===== src/rtl/rowscan_pkg.sv =====
package rowscan_pkg;

  // Strobes issued by the control to the datapath each cycle.
  typedef struct packed {
    logic scanClear;    // enable low: park scan column at 0, clear outputs
    logic scanAdvance;  // step the scan column
    logic pushEn;       // queue the current package
    logic popEn;        // read the oldest entry to the outputs
  } laneStrb_t;

endpackage


===== src/rtl/rowscan_ctrl.sv =====
module rowscan_ctrl
  import rowscan_pkg::*;
#(
  parameter int DEPTH    = 16,
  parameter int AF_LEVEL = 14,
  parameter int HOLD     = 9,
  localparam int TW      = $clog2(DEPTH + 1),
  localparam int HW      = $clog2(HOLD + 1)
) (
  input  logic          clk,
  input  logic          rstN,
  input  logic          enable,
  input  logic          readStrobe,
  input  logic          statusBit,
  output laneStrb_t     strb,
  output logic [TW-1:0] tallyQ,
  output logic          afQ,
  output logic [HW-1:0] timerQ
);

  logic [TW-1:0] tallyNext;
  logic          emptyNow;

  assign emptyNow = (tallyQ == '0);

  always_comb begin
    strb.scanClear   = !enable;
    strb.scanAdvance = enable && !afQ;
    strb.pushEn      = enable && statusBit && !afQ;
    strb.popEn       = enable && readStrobe && !emptyNow;
  end

  always_comb begin
    tallyNext = tallyQ;
    if (strb.pushEn && !strb.popEn) tallyNext = tallyQ + TW'(1);
    else if (!strb.pushEn && strb.popEn) tallyNext = tallyQ - TW'(1);
  end

  always_ff @(posedge clk or negedge rstN) begin
    if (!rstN) begin
      tallyQ <= '0;
      afQ    <= 1'b0;
      timerQ <= '0;
    end else begin
      tallyQ <= tallyNext;
      if (tallyNext == TW'(AF_LEVEL)) begin
        afQ    <= 1'b1;
        timerQ <= HW'(1);
      end else if (timerQ != '0 && timerQ < HW'(HOLD)) begin
        afQ    <= 1'b1;
        timerQ <= timerQ + HW'(1);
      end else begin
        afQ    <= 1'b0;
        timerQ <= '0;
      end
    end
  end

endmodule


===== src/rtl/rowscan_dp.sv =====
module rowscan_dp
  import rowscan_pkg::*;
#(
  parameter int COLS  = 8,
  parameter int DEPTH = 16,
  localparam int CW   = $clog2(COLS),
  localparam int PW   = $clog2(DEPTH),
  localparam int EW   = CW + 1
) (
  input  logic            clk,
  input  logic            rstN,
  input  logic [COLS-1:0] rowBits,
  input  laneStrb_t       strb,
  output logic            statusBit,
  output logic [CW-1:0]   scanCount,
  output logic [CW-1:0]   location,
  output logic            lookupEn
);

  logic [EW-1:0] store [DEPTH];
  logic [PW-1:0] wrPtr;
  logic [PW-1:0] rdPtr;
  logic [EW-1:0] package_w;
  logic [EW-1:0] headEntry;

  assign statusBit = rowBits[scanCount];
  assign package_w = {statusBit, scanCount};
  assign headEntry = store[rdPtr];

  always_ff @(posedge clk or negedge rstN) begin
    if (!rstN) begin
      scanCount <= '0;
    end else if (strb.scanClear) begin
      scanCount <= '0;
    end else if (strb.scanAdvance) begin
      scanCount <= (scanCount == CW'(COLS - 1)) ? '0 : scanCount + CW'(1);
    end
  end

  always_ff @(posedge clk) begin
    if (strb.pushEn) store[wrPtr] <= package_w;
  end

  always_ff @(posedge clk or negedge rstN) begin
    if (!rstN) begin
      wrPtr <= '0;
      rdPtr <= '0;
    end else begin
      if (strb.pushEn) wrPtr <= (wrPtr == PW'(DEPTH - 1)) ? '0 : wrPtr + PW'(1);
      if (strb.popEn)  rdPtr <= (rdPtr == PW'(DEPTH - 1)) ? '0 : rdPtr + PW'(1);
    end
  end

  always_ff @(posedge clk or negedge rstN) begin
    if (!rstN) begin
      location <= '0;
      lookupEn <= 1'b0;
    end else if (strb.scanClear) begin
      location <= '0;
      lookupEn <= 1'b0;
    end else if (strb.popEn) begin
      location <= headEntry[CW-1:0];
      lookupEn <= headEntry[EW-1];
    end
  end

endmodule


===== src/rtl/rowscan_lane.sv =====
module rowscan_lane
  import rowscan_pkg::*;
#(
  parameter int COLS     = 8,
  parameter int DEPTH    = 16,
  parameter int AF_LEVEL = 14,
  parameter int HOLD     = 9,
  localparam int CW      = $clog2(COLS),
  localparam int TW      = $clog2(DEPTH + 1),
  localparam int HW      = $clog2(HOLD + 1)
) (
  input  logic            clk,
  input  logic            rstN,
  input  logic            enable,
  input  logic            readStrobe,
  input  logic [COLS-1:0] rowBits,
  output logic [CW-1:0]   location,
  output logic            lookupEn
);

  laneStrb_t     strb;
  logic          statusBit;
  logic [CW-1:0] scanCount;
  logic [TW-1:0] tallyQ;
  logic          afQ;
  logic [HW-1:0] timerQ;

  rowscan_ctrl #(.DEPTH(DEPTH), .AF_LEVEL(AF_LEVEL), .HOLD(HOLD)) i_ctrl (
    .clk(clk), .rstN(rstN), .enable(enable), .readStrobe(readStrobe),
    .statusBit(statusBit), .strb(strb), .tallyQ(tallyQ), .afQ(afQ),
    .timerQ(timerQ)
  );

  rowscan_dp #(.COLS(COLS), .DEPTH(DEPTH)) i_dp (
    .clk(clk), .rstN(rstN), .rowBits(rowBits), .strb(strb),
    .statusBit(statusBit), .scanCount(scanCount), .location(location),
    .lookupEn(lookupEn)
  );

endmodule


===== config.mk =====
export PLATFORM = sky130hd
export DESIGN_NAME = rowscan_lane
export DESIGN_NICKNAME = d
export VERILOG_FILES = /design/src/rtl/rowscan_pkg.sv /design/src/rtl/rowscan_ctrl.sv /design/src/rtl/rowscan_dp.sv /design/src/rtl/rowscan_lane.sv
export SDC_FILE = /design/constraint.sdc
export NUM_CORES = 1
export LEC_CHECK = 0
export BUFFER_PORTS_ARGS = -buffer_cell sky130_fd_sc_hd__clkbuf_2
export CAP_MARGIN = 5
export CORE_ASPECT_RATIO = 0.7
export CORE_UTILIZATION = 60
export CTS_BUF_LIST = sky130_fd_sc_hd__clkbuf_8
export CTS_CLUSTER_DIAMETER = 50
export DETAILED_ROUTE_END_ITERATION = 12
export GPL_ROUTABILITY_DRIVEN = 1
export PLACE_DENSITY = 0.9
export REMOVE_ABC_BUFFERS = 1
export SLEW_MARGIN = 25
export SYNTH_ARGS = -nofsm -noshare
export SYNTH_HDL_FRONTEND = slang
export SYNTH_SLANG_ARGS = --single-unit

===== constraint.sdc =====
create_clock -name clk -period 3.1 [get_ports clk]
set_clock_uncertainty 0.05 [all_clocks]
set_input_delay 0.62 -clock clk [delete_from_list [all_inputs] [get_ports clk]]
set_output_delay 0.62 -clock clk [all_outputs]
set_load 0.02 [all_outputs]

==> results_dict.tcl, run 1 <==
set metrics [dict create \
    post_drt_wl_per_cell_um 19.8 \
    grtUsageTotal_pct 24.6 \
    timing.fmax_mhz 361 \
    drv_cap 0 \
    ys.flop_type "edfxtp_1" \
    layout_common_cells "edfxtp_1, nand2_1, dfrtp_1" \
    grt_use_met2_pct 36.3 \
    synthAdderAreaFrac_pct 3.30 \
    outcome "finished clean" \
    ys_seq_area_share_pct 61.0 \
    root_buffer "clkbuf_8" \
    drv_slew 0 \
    finalHoldViolCount 0 \
    syn-cell-area_mm2 0.00417 \
    htreeDepth 3 \
    clock_latency_ns 0.36 \
    ys_types 54 \
    synthCells 280 \
    core-area_mm2 0.00673 \
    p_leak_uw 0.00170 \
    place.gp.congestion 0.891 \
    cts_hold_buf 0 \
    async_reset_ff_share_pct 28.1 \
    setup_tns_ns 0 \
    synthMuxAreaShare_pct 12.9 \
    avgSynthCellArea_um2 14.9 \
    rows 25 \
    hp-class "in -> async" \
    finalWirelength_um 7940 \
    cts.repair.resized 0 \
    period_share_pct 89.4 \
    yosys.area_share.simple_pct 12.5 \
    grt_pass1_wl_um 12500 \
    crit_path_end_kind "flop" \
    gr-max-usage-layer "met2" \
    dieArea_mm2 0.00730 \
    p_total_uw 3910 \
    nNetsFinal 325 \
    firstDrtPassIters 5 \
    cts_sinks 89 \
    boundaryPins 16 \
    ys_warn_count 0 \
    fin_hold_ws_ns 0.212 \
    clkTransAtPathRegs_ns 0.09 \
    synth_compound_gate_area_share_pct 6.90 \
    worst_pin_slew_ns 0.824 \
    crit_required_ns 3.27 \
    area_growth_pct 9.33 \
    vias 2489 \
    grt_max_degree 26 \
    dieWidth_um 102 \
    ys_ff_latch 89 \
    rsz0062_at_grt "false" \
    cts_inserted_buffers 9 \
    cts_tree "built" \
    critical_path_class "reg -> reg" \
    diodes 0 \
    initial_core_util_pct 62.0 \
    io_buffers 15 \
    synth-edff-count 64 \
    post_drt_via_cell_ratio 6.21 \
    cts_setup_buffers 0 \
    worst_ep_arrival_time_ns 2.94 \
    drt_iter0_markers 231 \
    timing.final.setup_violations 0 \
    dp_hpwl_um 5540 \
    antenna_found_initial 0 \
    overflow 0 \
    fill_cells 440 \
    drc 0 \
    use_met3_pct 7.80 \
    max_slew_margin_pct 45.1 \
    period_needed_ns 2.77 \
    peakVddDrop_v 0.000418 \
    cp-start-kind "flop" \
    powerDensity_mw_per_mm2 856 \
    grt_pass1_vias 2321 \
    die_h_um 71.8 \
    synth-xor-area-share_pct 1.47 \
    synth_top_family_by_area "multiplexers" \
    drive_gt1_share_pct 23.5 \
    crit_fanout 11 \
    met1_usage_pct 35.5 \
    clock_path_buffers 2 \
    final_common_cell "edfxtp_1" \
    ant_nets 0 \
]
## cells in the mapped netlist (2+ instances only)
cell | n | area [um2]
nand3_1 | 10 | 50.1
or4_4 | 2 | 22.5
edfxtp_1 | 64 | 1920
clkbuf_1 | 5 | 18.8
and2_1 | 14 | 87.6
inv_1 | 9 | 33.8
and3_1 | 5 | 31.3
nor2_1 | 6 | 22.5
a21oi_1 | 7 | 35.0
or4_1 | 2 | 15.0
nor2b_1 | 4 | 25.0
ha_1 | 11 | 138
nor3_1 | 3 | 15.0
mux2_2 | 5 | 56.3
a21o_1 | 2 | 15.0
o22ai_2 | 2 | 25.0
dfrtp_1 | 25 | 626
buf_2 | 5 | 25.0
nand4_1 | 2 | 12.5
nand2_1 | 25 | 93.8
nand2b_1 | 4 | 25.0
xnor2_1 | 6 | 52.6
mux4_2 | 20 | 450
nor3b_1 | 4 | 30.0
nand4b_1 | 2 | 17.5
o21ai_0 | 6 | 30.0
mux2i_1 | 3 | 30.0
## per-layer routing
metal	part of all wire, %	wire length (um)	vias to the layer above
met5	0	0	-
li1	-	-	1132
met2	47	3750	123
met4	0.64	51	0
met3	8.2	654	4
met1	44	3480	1230
## through the flow
| step | util (%) | worst slack, ns | instance area (um2) | instances |
|---|---|---|---|---|
| 6_report | 67.8 | 0.329 | 4560 | 401 |
| 5_1_grt | 67.8 | 0.150 | 4560 | 401 |
| 4_1_cts | 67.8 | 0.364 | 4560 | 401 |
| 3_5_place_dp | 65.0 | 0.397 | 4370 | 385 |
| 3_3_place_gp | 65.0 | 0.442 | 4370 | 385 |
| 2_1_floorplan | - | 0.567 | 4130 | 269 |
## power breakdown
part,total (uW),switching [uW],internal (uW)
registers,1770,252,1520
logic,1360,708,648
clock network,782,409,373
total,3910,1370,2540
## critical path, cell delays in order, from the launching register on
cell,delay (ns)
dfrtp_1,0.47
inv_1,0.16
ha_1,0.25
nor4b_4,0.36
nor2_1,0.18
buf_4,0.22
or3_1,0.31
mux2_2,0.28
o2111ai_1,0.19
a22oi_1,0.16
## final cells by class
type                            instances  area [um2]  share of cell area (%)
Multi-Input combinational cell        171        1540                    33.8
Inverter                                9        33.8                   0.741
Sequential cell                        89        2550                    55.8
Timing Repair Buffer                   22         128                    2.80
Tap cell                               94         118                    2.58
Clock inverter                          7        67.6                    1.48
Clock buffer                            9         124                    2.72
## kinds of logic (layout without fill, tap and decap cells)
family,count (synthesis),in the layout
fa+ha+maj,11,11
buf+inv,20,47
flops,89,89
compound gates,35,35
mux,28,28
simple gates,90,90
xor+xnor,7,7
## path summary, 6_finish.rpt
check                                      start  cells past startpoint  slack [ns]          endpoint
max in group asynchronous                   rstN                      1        2.37  i_ctrl.tallyQ[2]
worst min register to register  i_dp.location[2]                      2        0.50  i_dp.location[2]
min in group clk                i_dp.location[2]                      2        0.50  i_dp.location[2]
worst min-delay path                        rstN                      1        0.21  i_dp.location[2]
worst max-delay path            i_ctrl.tallyQ[0]                      9        0.33  i_ctrl.timerQ[3]
worst max register to register  i_ctrl.tallyQ[0]                      9        0.33  i_ctrl.timerQ[3]
## state kept, by name, indices dropped and copies added (netlist names)
signal,count
i_dp.rdPtr,4
i_dp.location,3
i_dp.wrPtr,4
i_dp.lookupEn,1
i_ctrl.afQ,1
i_dp.scanCount,3
i_ctrl.timerQ,4
i_dp.store,64
i_ctrl.tallyQ,5
Note: power is estimated with default switching activity, not from simulation.
==> run 2: changes to the inputs <==
==> constraint.sdc (replaced) <==
create_clock -name clk -period 3.1 [get_ports clk]
set_clock_uncertainty 0.05 [all_clocks]
set_input_delay 0.465 -clock clk [delete_from_list [all_inputs] [get_ports clk]]
set_output_delay 0.465 -clock clk [all_outputs]
set_load 0.02 [all_outputs]
==> run 2 against run 1 <==
  * Register-to-register slack worse by 0.08 ns
  * Die area stayed put
  * Critical path depth is 1 lower
  * Count of clock-buffer cells in the layout stayed put
  * Sequential power is 2% lower
  * Combinational power is 5% higher
  * Sequential share of layout area is 0.11 points lower
  * Critical path type unchanged
  * Largest cell class unchanged
  * Largest power group unchanged
==> results_dict.tcl, run 2 (synthesized netlist as in run 1, its figures left out) <==
set metrics [dict create \
    swShare_pct 35.1 \
    post_drt_wl_per_cell_um 20.1 \
    crit_start "i_ctrl.tallyQ[0]" \
    boundaryPins 16 \
    period_share_pct 92.0 \
    htreeDepth 3 \
    final_common_cell "edfxtp_1" \
    wl_met1_um 3540 \
    r2r_cells 8 \
    drc 0 \
    setup.worst_path.end "i_ctrl.timerQ[3]" \
    combPwrFrac_pct 36.5 \
    cp-start-kind "flop" \
    cts_inserted_buffers 9 \
    setup_tns_ns 0 \
    clockPowerShare_pct 19.1 \
    hp-class "in -> async" \
    p_int_uw 2540 \
    fill_cells 458 \
    crit_fanout 14 \
    drv_cap 0 \
    io_buffers 15 \
    fin_hold_ws_ns 0.0709 \
    largest_reg_flops 64 \
    grt_max_degree 26 \
    core-area_mm2 0.00673 \
    initial_core_util_pct 62.0 \
    nNetsFinal 326 \
    p_leak_uw 0.00170 \
    post-place-ws_ns 0.337 \
    critPathSlowestCell "dfrtp_1" \
    path_depth 8 \
    critPathTopFamily "simple AND/OR/NAND/NOR gates" \
    cts_hold_buf 0 \
    place_area_mm2 0.00438 \
    grt_pass1_wl_um 13100 \
    cts_sinks 89 \
    met2WireLength_um 3760 \
    firstDrtPassIters 5 \
    worstPathCellList "inv_1, ha_1, nor4b_4, nand2b_1, nor4b_2, mux2i_1, o2111ai_1, a22oi_1" \
    finalWirelength_um 8060 \
    post_drt_via_cell_ratio 6.14 \
    dieWidth_um 102 \
    max_slew_margin_pct 57.3 \
    crit_path_end_kind "flop" \
    grtUsageTotal_pct 25.0 \
    rows 25 \
    clock_latency_ns 0.35 \
    area_growth_pct 9.54 \
    overflow 0 \
    power.switching_uw 1370 \
    grt_pass1_vias 2412 \
    dieArea_mm2 0.00730 \
    setup_ws_ns 0.247 \
    finalHoldViolCount 0 \
    drv_slew 0 \
    outcome "finished clean" \
    cts_tree "built" \
    powerDensity_mw_per_mm2 855 \
    worst_ep_arrival_time_ns 3.02 \
    biggestRegsByFlops "i_dp.store x64, i_ctrl.tallyQ x5" \
    seq_power_share_pct 44.4 \
    die_h_um 71.8 \
    clock_path_buffers 2 \
    slowest_delay_ns 0.47 \
    root_buffer "clkbuf_8" \
    critical_path_class "reg -> reg" \
    peakVddDrop_v 0.000439 \
    top_register "i_dp.store" \
    rr_startpoint "i_ctrl.tallyQ[0]" \
    met3RoutedLength_um 656 \
    drt_iter0_markers 275 \
    timing.rr.end "i_ctrl.timerQ[3]" \
    ff2ff_setup_slack_ns 0.25 \
    antenna_found_initial 0 \
    worst_pin_slew_ns 0.641 \
    timing.fmax_mhz 350 \
    vias 2470 \
    period_needed_ns 2.85 \
    timing.final.setup_violations 0 \
    drive_gt1_share_pct 24.0 \
    ant_nets 0 \
    diodes 0 \
    clkTransAtPathRegs_ns 0.08 \
    place.gp.congestion 0.969 \
    crit_buf_inv 1 \
    routed.top_layer "met4" \
    final_area_mm2 0.00457 \
    layout_common_cells "edfxtp_1, nand2_1, dfrtp_1" \
    rsz0062_at_grt "false" \
    dp_hpwl_um 5550 \
    crit_required_ns 3.27 \
]
## run 2: cell types whose count changed in the layout (fill, tap and decap cells not counted)
| cell | before | now |
|---|---|---|
| buf_4 | 7 | 8 |
| clkinv_1 | 3 | 2 |
| clkinv_2 | 0 | 1 |
| clkinv_4 | 0 | 1 |
| clkinvlp_4 | 0 | 1 |
| inv_1 | 9 | 10 |
| inv_6 | 3 | 0 |
| nor4b_1 | 1 | 0 |
| nor4b_2 | 0 | 1 |
## run 2: worst reg2reg max path: cells and delay by family (launching register included)
family / cells / cell delay, ns
adders and majority gates: 1 / 0.28
and+or+nand+nor: 3 / 1.06
DFF: 1 / 0.47
buffers and inverters: 1 / 0.14
muxes: 1 / 0.14
AOI/OAI and AO/OA: 2 / 0.59
## run 2: how the worst min path moves through the flow
stage	end	slack [ns]
2_1_floorplan	i_ctrl.afQ	0.12
3_3_place_gp	i_dp.location[2]	0.46
3_5_place_dp	i_dp.location[0]	0.47
4_1_cts	i_dp.location[0]	0.09
5_1_grt	i_dp.lookupEn	0.12
6_report	i_dp.location[1]	0.07
## run 2: routing by layer
layer	global-route usage (%)	vias up
li1	-	1129
met1	37.5	1222
met2	37.2	107
met3	5.66	12
met4	7.09	0
met5	0	-
## run 2: timing repair
item                       CTS  global route
buffers inserted             0             0
setup endpoints to repair    0             1
resized for setup            0             1
## run 2: area by class of cell
cell class	instances	area, um2	area share (%)
sequential	89	2550	55.7
clock inverter	7	62.6	1.37
inverter	9	33.8	0.739
tap	94	118	2.57
timing repair buffer	23	135	2.96
multi-input combinational	171	1550	33.9
clock buffer	9	124	2.71
## run 2: stage by stage
| step | utilization [%] | total power [uW] | instances |
|---|---|---|---|
| floorplan | - | 2730 | 269 |
| global placement | 65.1 | 3090 | 386 |
| detailed placement | 65.1 | 3170 | 386 |
| CTS | 67.9 | 3930 | 402 |
| global route | 68.0 | 4120 | 402 |
| finish | 68.0 | 3910 | 402 |
## run 2: power by group through the flow
stage / Combinational [uW] / Sequential, uW / Clock [uW]
finish: 1430 / 1730 / 748
global route: 1550 / 1760 / 808
CTS: 1430 / 1730 / 764
detailed placement: 1410 / 1750 / 0
global placement: 1350 / 1740 / 0
floorplan: 899 / 1830 / 0
==> run 3: changes to the inputs <==
--- a/config.mk
+++ b/config.mk
@@ -13,7 +13,7 @@
 export CTS_CLUSTER_DIAMETER = 50
 export DETAILED_ROUTE_END_ITERATION = 12
 export GPL_ROUTABILITY_DRIVEN = 1
-export PLACE_DENSITY = 0.9
+export PLACE_DENSITY = 0.78
 export REMOVE_ABC_BUFFERS = 1
 export SLEW_MARGIN = 25
 export SYNTH_ARGS = -nofsm -noshare
==> run 3 against run 2 <==
  * Count of clock-buffer cells in the layout did not move
  * Worst hold slack got worse by 0.0024 ns
  * Critical path type unchanged
  * Clock power rose by 16%
  * Worst setup slack improved by 0.061 ns
  * Global-route usage rose by 0.84 points
  * Critical path depth did not move
==> results_dict.tcl, run 3 (synthesized netlist as in run 1, its figures left out) <==
set metrics [dict create \
    ff2ff_setup_slack_ns 0.31 \
    clock_latency_ns 0.36 \
    largest_reg_flops 64 \
    worst_pin_slew_ns 0.813 \
    seq_power_share_pct 42.8 \
    critical_path_class "reg -> reg" \
    post_drt_wl_per_cell_um 20.7 \
    boundaryPins 16 \
    crit_required_ns 3.28 \
    area_growth_pct 9.96 \
    htreeDepth 3 \
    cts_tree "built" \
    cp-start-kind "flop" \
    core-area_mm2 0.00673 \
    clkTransAtPathRegs_ns 0.09 \
    rsz0062_at_grt "false" \
    drv_slew 0 \
    swShare_pct 34.8 \
    final_common_cell "edfxtp_1" \
    grtUsageTotal_pct 25.8 \
    diodes 0 \
    finalWirelength_um 8300 \
    ant_nets 0 \
    timing.rr.end "i_ctrl.timerQ[3]" \
    setup.worst_path.end "i_ctrl.timerQ[3]" \
    setup_tns_ns 0 \
    powerDensity_mw_per_mm2 878 \
    timing.final.setup_violations 0 \
    cts_setup_buffers 0 \
    die_h_um 71.8 \
    drc 0 \
    peakVddDrop_v 0.000586 \
    combPwrFrac_pct 35.6 \
    grt_max_degree 26 \
    p_leak_uw 0.00170 \
    dp_hpwl_um 5710 \
    final_area_mm2 0.00459 \
    io_buffers 15 \
    crit_path_end_kind "flop" \
    initial_core_util_pct 62.0 \
    firstDrtPassIters 4 \
    place_area_mm2 0.00437 \
    period_share_pct 90.1 \
    fin_hold_ws_ns 0.0684 \
    rows 25 \
    grt_pass1_vias 2382 \
    dieWidth_um 102 \
    r2r_cells 8 \
    cts_sinks 89 \
    cts_inserted_buffers 9 \
    clockPowerShare_pct 21.5 \
    post-place-ws_ns 0.433 \
    drv_cap 0 \
    p_int_uw 2620 \
    setup_ws_ns 0.308 \
    top_register "i_dp.store" \
    worst_ep_arrival_time_ns 2.97 \
    drive_gt1_share_pct 23.8 \
    cts_hold_buf 0 \
    antenna_found_initial 0 \
    finalHoldViolCount 0 \
    hp-class "in -> async" \
    nNetsFinal 325 \
    crit_start "i_ctrl.tallyQ[0]" \
    clock_path_buffers 2 \
    post_drt_via_cell_ratio 6.14 \
    cts.repair.resized 0 \
    overflow 0 \
    outcome "finished clean" \
    drt_iter0_markers 207 \
    grt_pass1_wl_um 13200 \
    timing.fmax_mhz 358 \
    max_slew_margin_pct 45.5 \
    rr_startpoint "i_ctrl.tallyQ[0]" \
    root_buffer "clkbuf_8" \
    period_needed_ns 2.79 \
    biggestRegsByFlops "i_dp.store x64, i_ctrl.tallyQ x5" \
    layout_common_cells "edfxtp_1, nand2_1, dfrtp_1" \
    vias 2463 \
    place.gp.congestion 0.889 \
    power.switching_uw 1400 \
    crit_fanout 14 \
    dieArea_mm2 0.00730 \
]
[run 3: how the worst min path moves through the flow]
stage,from,to,slack [ns],cells after the start
floorplan,rstN,i_ctrl.afQ,0.12,0
global placement,i_dp.location[0],i_dp.location[0],0.46,2
detailed placement,rstN,i_dp.rdPtr[0],0.48,1
CTS,rstN,i_dp.rdPtr[0],0.07,1
global route,rstN,i_dp.rdPtr[0],0.11,1
finish,rstN,i_dp.rdPtr[0],0.07,1
[run 3: worst max-delay path, cell delays in order (launching register included)]
cell and delay (ns):
dfrtp_1 0.45, inv_1 0.12, ha_1 0.26, nor4b_4 0.16, nand2b_1 0.40, nor4b_1 0.51
mux2i_1 0.13, o2111ai_1 0.42, a22oi_1 0.16
[run 3: per-stage QoR]
step	power [uW]	instances	util, %
finish	4030	401	68.2
global route	4230	401	68.2
CTS	4040	401	68.2
detailed placement	3180	385	65.0
global placement	3120	385	65.0
floorplan	2730	269	-
[run 3: area by class of cell]
type | count | area [um2]
repair buffers | 22 | 128
clock inverters | 7 | 93.8
well taps | 94 | 118
clock buffers | 9 | 124
flip-flops and latches | 89 | 2550
multi-input cells | 171 | 1540
fillers | 488 | 2140
inverters | 9 | 33.8
[run 3: power by group through the flow]
stage	sequential, uW	combinational [uW]	clock [uW]
after floorplan	1830	899	0
after global placement	1730	1380	0
after detailed placement	1750	1430	0
after CTS	1720	1440	879
after global routing	1750	1570	912
final	1730	1440	867
[run 3: routing by layer]
layer	GRT usage, %	vias to the layer above	share of wire, %
li1	-	1126	-
met1	39.0	1249	48
met2	38.3	74	45
met3	5.85	14	5.4
met4	6.76	0	1.2
met5	0	-	0
